**src/rtl/wnb_pkg.sv**
```systemverilog
package wnb_pkg;

    localparam int WORD_W = 16;
    localparam int BYTE_W = 8;

    typedef enum logic [1:0] {
        SEQ_IDLE,
        SEQ_EVEN,
        SEQ_ODD,
        SEQ_DONE
    } seq_state_t;

    typedef struct packed {
        logic busy;      // a narrow byte cycle is in progress
        logic is_wr;     // the current transfer is a write
        logic odd_lane;  // second (odd-address) byte
        logic lane_end;  // last clock of the current byte cycle
    } lane_op_t;

    function automatic logic [WORD_W-1:0] join_be(input logic [BYTE_W-1:0] hi,
                                                  input logic [BYTE_W-1:0] lo);
        return {hi, lo};
    endfunction

    function automatic logic [BYTE_W-1:0] pick_lane(input logic [WORD_W-1:0] w,
                                                    input logic odd);
        return odd ? w[BYTE_W-1:0] : w[WORD_W-1:BYTE_W];
    endfunction

endpackage

```
**src/rtl/wnb_phase_timer.sv**
```systemverilog
module wnb_phase_timer #(
    parameter int BYTE_CYC = 2
) (
    input  logic clk,
    input  logic rst,
    input  logic run,
    output logic last
);
    localparam int CNT_W = (BYTE_CYC > 1) ? $clog2(BYTE_CYC) : 1;

    generate
        if (BYTE_CYC == 1) begin : g_single
            assign last = run;
        end else begin : g_count
            logic [CNT_W-1:0] count;
            assign last = run && (count == CNT_W'(BYTE_CYC - 1));
            always_ff @(posedge clk) begin
                if (rst || !run || last) count <= '0;
                else                     count <= count + 1'b1;
            end
        end
    endgenerate
endmodule

```
**src/rtl/wnb_sequencer.sv**
```systemverilog
module wnb_sequencer
    import wnb_pkg::*;
(
    input  logic       clk,
    input  logic       rst,
    input  logic       start,
    input  logic       start_wr,
    input  logic       lane_end,
    output seq_state_t state,
    output lane_op_t   op
);
    seq_state_t nxt;
    logic       wr_q;

    always_comb begin
        nxt = state;
        case (state)
            SEQ_IDLE: if (start)    nxt = SEQ_EVEN;
            SEQ_EVEN: if (lane_end) nxt = SEQ_ODD;
            SEQ_ODD:  if (lane_end) nxt = SEQ_DONE;
            default:                nxt = SEQ_IDLE;
        endcase
    end

    always_ff @(posedge clk) begin
        if (rst) begin
            state <= SEQ_IDLE;
            wr_q  <= 1'b0;
        end else begin
            state <= nxt;
            if (state == SEQ_IDLE && start) wr_q <= start_wr;
        end
    end

    always_comb begin
        op.busy     = (state == SEQ_EVEN) || (state == SEQ_ODD);
        op.is_wr    = wr_q;
        op.odd_lane = (state == SEQ_ODD);
        op.lane_end = lane_end && op.busy;
    end
endmodule

```
**src/rtl/wnb_word_assembler.sv**
```systemverilog
module wnb_word_assembler
    import wnb_pkg::*;
(
    input  logic              clk,
    input  logic              rst,
    input  lane_op_t          op,
    input  logic [BYTE_W-1:0] byte_in,
    output logic [WORD_W-1:0] word_out
);
    logic [BYTE_W-1:0] hi_q, lo_q;

    always_ff @(posedge clk) begin
        if (rst) begin
            hi_q <= '0;
            lo_q <= '0;
        end else if (op.busy && !op.is_wr && op.lane_end) begin
            if (op.odd_lane) lo_q <= byte_in;
            else             hi_q <= byte_in;
        end
    end

    assign word_out = join_be(hi_q, lo_q);
endmodule

```
**src/rtl/wide_narrow_bridge.sv**
```systemverilog
module wide_narrow_bridge
    import wnb_pkg::*;
#(
    parameter int ADDR_W   = 16,
    parameter int BYTE_CYC = 2
) (
    input  logic              clk,
    input  logic              rst,
    input  logic [ADDR_W-1:0] cpu_addr,
    input  logic              cpu_rd,
    input  logic              cpu_wr,
    input  logic [15:0]       cpu_wdata,
    input  logic              region_sel,
    input  logic [15:0]       wide_rdata,
    input  logic [7:0]        nb_rdata,
    output logic              cpu_ready,
    output logic [15:0]       cpu_rdata,
    output logic [ADDR_W-1:0] nb_addr,
    output logic              nb_rd,
    output logic              nb_wr,
    output logic [7:0]        nb_wdata
);
    seq_state_t        state;
    lane_op_t          op;
    logic              req, start, lane_end;
    logic [WORD_W-1:0] packed_word;
    logic              unused_bit0;

    assign unused_bit0 = cpu_addr[0];
    assign req   = region_sel && (cpu_rd || cpu_wr);
    assign start = req && (state == SEQ_IDLE);

    wnb_phase_timer #(.BYTE_CYC(BYTE_CYC)) u_timer (
        .clk  (clk),
        .rst  (rst),
        .run  (op.busy),
        .last (lane_end)
    );

    wnb_sequencer u_seq (
        .clk      (clk),
        .rst      (rst),
        .start    (start),
        .start_wr (cpu_wr),
        .lane_end (lane_end),
        .state    (state),
        .op       (op)
    );

    wnb_word_assembler u_asm (
        .clk      (clk),
        .rst      (rst),
        .op       (op),
        .byte_in  (nb_rdata),
        .word_out (packed_word)
    );

    assign cpu_ready = !((state == SEQ_IDLE && req) || op.busy);
    assign cpu_rdata = region_sel ? packed_word : wide_rdata;
    assign nb_addr   = {cpu_addr[ADDR_W-1:1], op.odd_lane};
    assign nb_rd     = op.busy && !op.is_wr;
    assign nb_wr     = op.busy && op.is_wr;
    assign nb_wdata  = pick_lane(cpu_wdata, op.odd_lane);
endmodule

```
**config.mk**
```make
export PLATFORM = sky130hd
export DESIGN_NAME = wide_narrow_bridge
export DESIGN_NICKNAME = d
export VERILOG_FILES = /design/src/rtl/wnb_pkg.sv /design/src/rtl/wnb_phase_timer.sv /design/src/rtl/wnb_sequencer.sv /design/src/rtl/wnb_word_assembler.sv /design/src/rtl/wide_narrow_bridge.sv
export SDC_FILE = /design/constraint.sdc
export NUM_CORES = 1
export LEC_CHECK = 0
export CORE_ASPECT_RATIO = 1.25
export CORE_UTILIZATION = 36
export CTS_BUF_LIST = sky130_fd_sc_hd__clkbuf_2 sky130_fd_sc_hd__clkbuf_4 sky130_fd_sc_hd__clkbuf_8
export CTS_CLUSTER_DIAMETER = 150
export DETAILED_ROUTE_END_ITERATION = 6
export PLACE_DENSITY = 0.89
export SLEW_MARGIN = 25
export SYNTH_ARGS = -nofsm -noshare
export SYNTH_HDL_FRONTEND = slang
export SYNTH_SLANG_ARGS = --single-unit
```
**constraint.sdc**
```tcl
create_clock -name clk -period 2.2 [get_ports clk]
set_input_delay 0.33 -clock clk [delete_from_list [all_inputs] [get_ports clk]]
set_output_delay 0.33 -clock clk [all_outputs]
set_load 0.01 [all_outputs]
```
Word level (Yosys, flattened, before mapping)
Index checks and enable logic that the tools add are counted.
W data, S select, Z words.

cells by class
  add/subtract/negate cells = 1
  equal/unequal tests = 5
  multiplexer cells = 6
  bitwise gates (word level) = 1
  reductions and logical operators = 20

operator list
  kind                   count
  $mux W16               1
  $logic_and A1 B1 Y1    8
  $mux W8                1
  $mux W2                3
  $ne A2 B1 Y1 const B   3
  $pmux W2 S3            1
  $logic_or A1 B1 Y1     5
  $reduce_and A2 Y1      2
  $logic_not A1 Y1       3
  $reduce_and A3 Y1      1
  $eq A2 B1 Y1 const B   1
  $eq A2 B2 Y1 const B   1
  $logic_not A2 Y1       1
  $add A1 B1 Y1 const B  1
  $not A1 Y1             1

storage, ports and cells
  register bits after elaboration = 20
  output and inout port bits = 43
  logic and storage cells = 38

Depth between registers and ports, before layout
  word-level depth = 6
  mapped depth = 6

By module
From an unflattened synthesis, not the netlist that was laid out.

unflattened totals
  cells, all modules = 139
  area, all modules = 1,456.4 um^2

by module, submodules not included
  module              times used  cells an instance  area an instance (um^2)
  wnb_word_assembler  1           64                 699.4
  wide_narrow_bridge  1           48                 485.5
  wnb_sequencer       1           24                 231.5
  wnb_phase_timer     1           3                  40.0

Least setup slack after synthesis
Ideal clock, no wire load.

  kind = reg2out
  from = register u_seq.state[0]
  to = output port nb_wdata[0]
  arrival time = 1,230 ps
  slack = 640 ps
  cell stages (with the launch flop) = 5
  path buffers = 1
  cell sequence = dfxtp_1 > inv_1 > ha_1 > buf_2 > mux2_2

on the way
  cells in the longest elaborated chain, start to end = 2

RTL lines
  what                      line                      text
  start: declaration        wnb_sequencer.sv:9        output seq_state_t state,
  start signal: assignment  wnb_sequencer.sv:30       state <= nxt;
  $eq A2 B2 Y1              wnb_sequencer.sv:38       op.odd_lane = (state == SEQ_ODD);
  net nb_addr[0]            wide_narrow_bridge.sv:18  output logic [ADDR_W-1:0] nb_addr,
  $mux W8                   wnb_pkg.sv:27             return odd ? w[BYTE_W-1:0] : w[WORD_W-1:BYTE_W];
  end: declaration          wide_narrow_bridge.sv:21  output logic [7:0] nb_wdata

The timed path passes the listed nets, and every way through them passes these cells.

Worst setup path after layout
  from = register u_seq.state[0]
  to = output port nb_wdata[4]

on the way
  cells in the longest elaborated chain, start to end = 2

RTL lines
  what          line
  $eq A2 B2 Y1  wnb_sequencer.sv:38
  $mux W8       wnb_pkg.sv:27

No other way between the ends.

==> results_dict.tcl <==
set metrics [dict create \
    critPathSlowestCell "clkdlybuf4s50_1" \
    power.leakage_nw 0.7555 \
    place_ws_ns 0.01578 \
    cp.required_ns 1.87 \
    critical_path_class "flop to output port" \
    violations "negative setup slack" \
    p_per_area_nw_per_um2 745.2 \
    grt_pass1_vias 1012 \
    cp_num_buf_inv 2 \
    io_buffers 72 \
    htree_levels 1 \
    hold_violations 0 \
    tightest_slew_ns 0.4336 \
    drtPass1Iterations 4 \
    rsz0062_at_grt "yes" \
    cts.clk_slew.worst_paths_ns 0.07 \
    vias 1111 \
    numCtsBuffers 3 \
    fp.dieH_um 67.62 \
    globalplace.congestion 0.8164 \
    fillers 273 \
    ir_worst_vdd_mv 0.6764 \
    initial_utilization_pct 38.13 \
    min_period_ns 2.223 \
    start_kind "flop" \
    min_period_over_period_pct 101.0 \
    slew_headroom_pct 71.00 \
    synth_cell_types 28 \
    placed_area_um2 1886 \
    ys_seq_area_share_pct 32.29 \
    post_cts_buffers 0 \
    area_delta_synth_final_pct 58.63 \
    slew_viol_final 0 \
    syn-num-nets 196 \
    crit_fanout 14 \
    multi_input_area_um2 676.9 \
    coreArea_um2 3252 \
    critPathArrivalTime_ns 1.89 \
    syn_area_per_cell_um2 9.393 \
    cts_tree "done" \
    final_cell_mix "clkdlybuf4s50_1 (70), mux2_2 (24), dfxtp_1 (20)" \
    clock_path_buffers 2 \
    worstSetupEndpointType "output port" \
    grt_max_degree 21 \
    antenna_found_initial 0 \
    finalNetCount 254 \
    path_cells "inv_1, ha_2, mux2_2, clkdlybuf4s50_1" \
    wl_mm 2.969 \
    hold_path.class "flop to flop" \
    drt_iter0_drc 14 \
    syn_area_um2 1240 \
    wire_per_inst_um 13.14 \
    grt_pass1_wl_mm 4.547 \
    dp_hpwl_mm 2.266 \
    regArea_um2 400.4 \
    die_area_um2 3684 \
    setup_viol 8 \
    num_antenna_cells 0 \
    crit_family "buffers and inverters" \
    chipWidth_um 54.49 \
    status "finished, violations left" \
    fin_worst_skew_ns 0.002787 \
    clock_latency_ns 0.26 \
    clock-root-buffer "clkbuf_8" \
    grt_use_total_pct 16.61 \
    fmax_mhz 449.9 \
    fin_area_um2 1967 \
    fp-row-count 23 \
    drc 0 \
    drive_gt1_share_pct 20.63 \
    fin_ws_ns -0.02262 \
    viasPerCell 4.916 \
    grt-ovfl-total 0 \
    cpPeakStageDelay_ns 0.48 \
    syn_inst 132 \
    yosysWarnings 0 \
    antenna_left 0 \
    clock_sinks 20 \
    drv_cap 0 \
    layout_commonest_cell "clkdlybuf4s50_1" \
    io_pins 104 \
    ys_ff_latch 20 \
]
==> metal layers <==
| metal | wire length, um | GRT usage [%] |
|---|---|---|
| met1 | 1203 | 19.11 |
| met2 | 1583 | 29.12 |
| met3 | 157 | 3.604 |
| met4 | 25 | 6.090 |
| met5 | 0 | 0 |
==> power by group <==
group	internal, mW	switching, mW	leakage, nW
clock network	0.243	0.124	0.0357
registers	0.399	0.0305	0.162
logic	0.397	0.272	0.558
total	1.04	0.427	0.755
==> cells by family after synthesis <==
| group | after synthesis | synth area share [%] |
|---|---|---|
| flops | 20 | 32.29 |
| mux | 32 | 28.25 |
| buf+inv | 25 | 13.52 |
| compound gates | 18 | 9.688 |
| fa+ha+maj | 3 | 3.028 |
| simple gates | 34 | 13.22 |
==> tightest hold or removal path: stages, from the launching register on <==
cell and delay [ns]:
dfxtp_1 0.31, nand2_1 0.05, a21oi_1 0.05
==> synthesized netlist by cell type <==
| library cell | count | area (um^2) |
|---|---|---|
| a2111o_1 | 1 | 11.26 |
| a21bo_2 | 1 | 10.01 |
| a21oi_1 | 9 | 45.04 |
| a221oi_1 | 1 | 8.760 |
| a31oi_1 | 1 | 6.260 |
| a32oi_1 | 1 | 8.760 |
| and2_2 | 1 | 7.510 |
| and4b_2 | 1 | 11.26 |
| and4bb_1 | 1 | 12.51 |
| buf_2 | 2 | 10.01 |
| buf_4 | 17 | 127.6 |
| buf_6 | 1 | 11.26 |
| clkbuf_1 | 2 | 7.510 |
| dfxtp_1 | 20 | 400.4 |
| ha_1 | 3 | 37.54 |
| inv_1 | 3 | 11.26 |
| mux2_2 | 24 | 270.3 |
| mux2i_1 | 8 | 80.08 |
| nand2_1 | 16 | 60.06 |
| nand3_1 | 1 | 5.000 |
| nand4b_2 | 1 | 15.01 |
| nor2_1 | 11 | 41.29 |
| nor3_1 | 1 | 5.000 |
| o21a_1 | 1 | 7.510 |
| o21ai_0 | 1 | 5.000 |
| o21ba_2 | 1 | 10.01 |
| o31ai_1 | 1 | 7.510 |
| or2_2 | 1 | 6.260 |
==> through the flow <==
step	cells	utilization, %	power [mW]	setup TNS (ns)	hold slack [ns]
global route	226	60.48	1.551	-0.9040	0.4781
detailed placement	222	57.98	1.098	0	0.4473
finish	226	60.48	1.466	-0.1161	0.4540
floorplan	132	-	0.8227	0	0.4329
global placement	222	57.98	1.085	0	0.4416
CTS	226	60.25	1.472	-0.2556	0.4582
==> flip-flops by register name (all words and copies together), names as in the netlist <==
signal / count
u_timer.g_count.count: 1
u_seq.wr_q: 1
u_asm.lo_q: 8
u_asm.hi_q: 8
u_seq.state: 2
==> worst paths after layout <==
path | cells past startpoint | startpoint | endpoint | slack (ns)
max | 4 | u_seq.state[0] | nb_wdata[4] | -0.02
min reg2reg | 2 | u_asm.lo_q[7] | u_asm.lo_q[7] | 0.45
min | 2 | u_asm.lo_q[7] | u_asm.lo_q[7] | 0.45
max reg2reg | 6 | u_seq.state[0] | u_asm.hi_q[5] | 0.61
==> cell type report <==
cell class	count	share of cell area, %
clock buffer	3	2.099
clock inverter	1	1.527
inverter	3	0.5725
multi-input combinational	87	34.41
sequential	20	20.36
tap	37	2.354
timing repair buffer	75	38.68
==> repair_timing <==
item,4_1_cts,5_1_grt
gates resized for setup,1,3
gates cloned,0,0
setup endpoints to repair,9,13
hold buffers,0,0
Note: power is estimated with default switching activity, not from simulation.
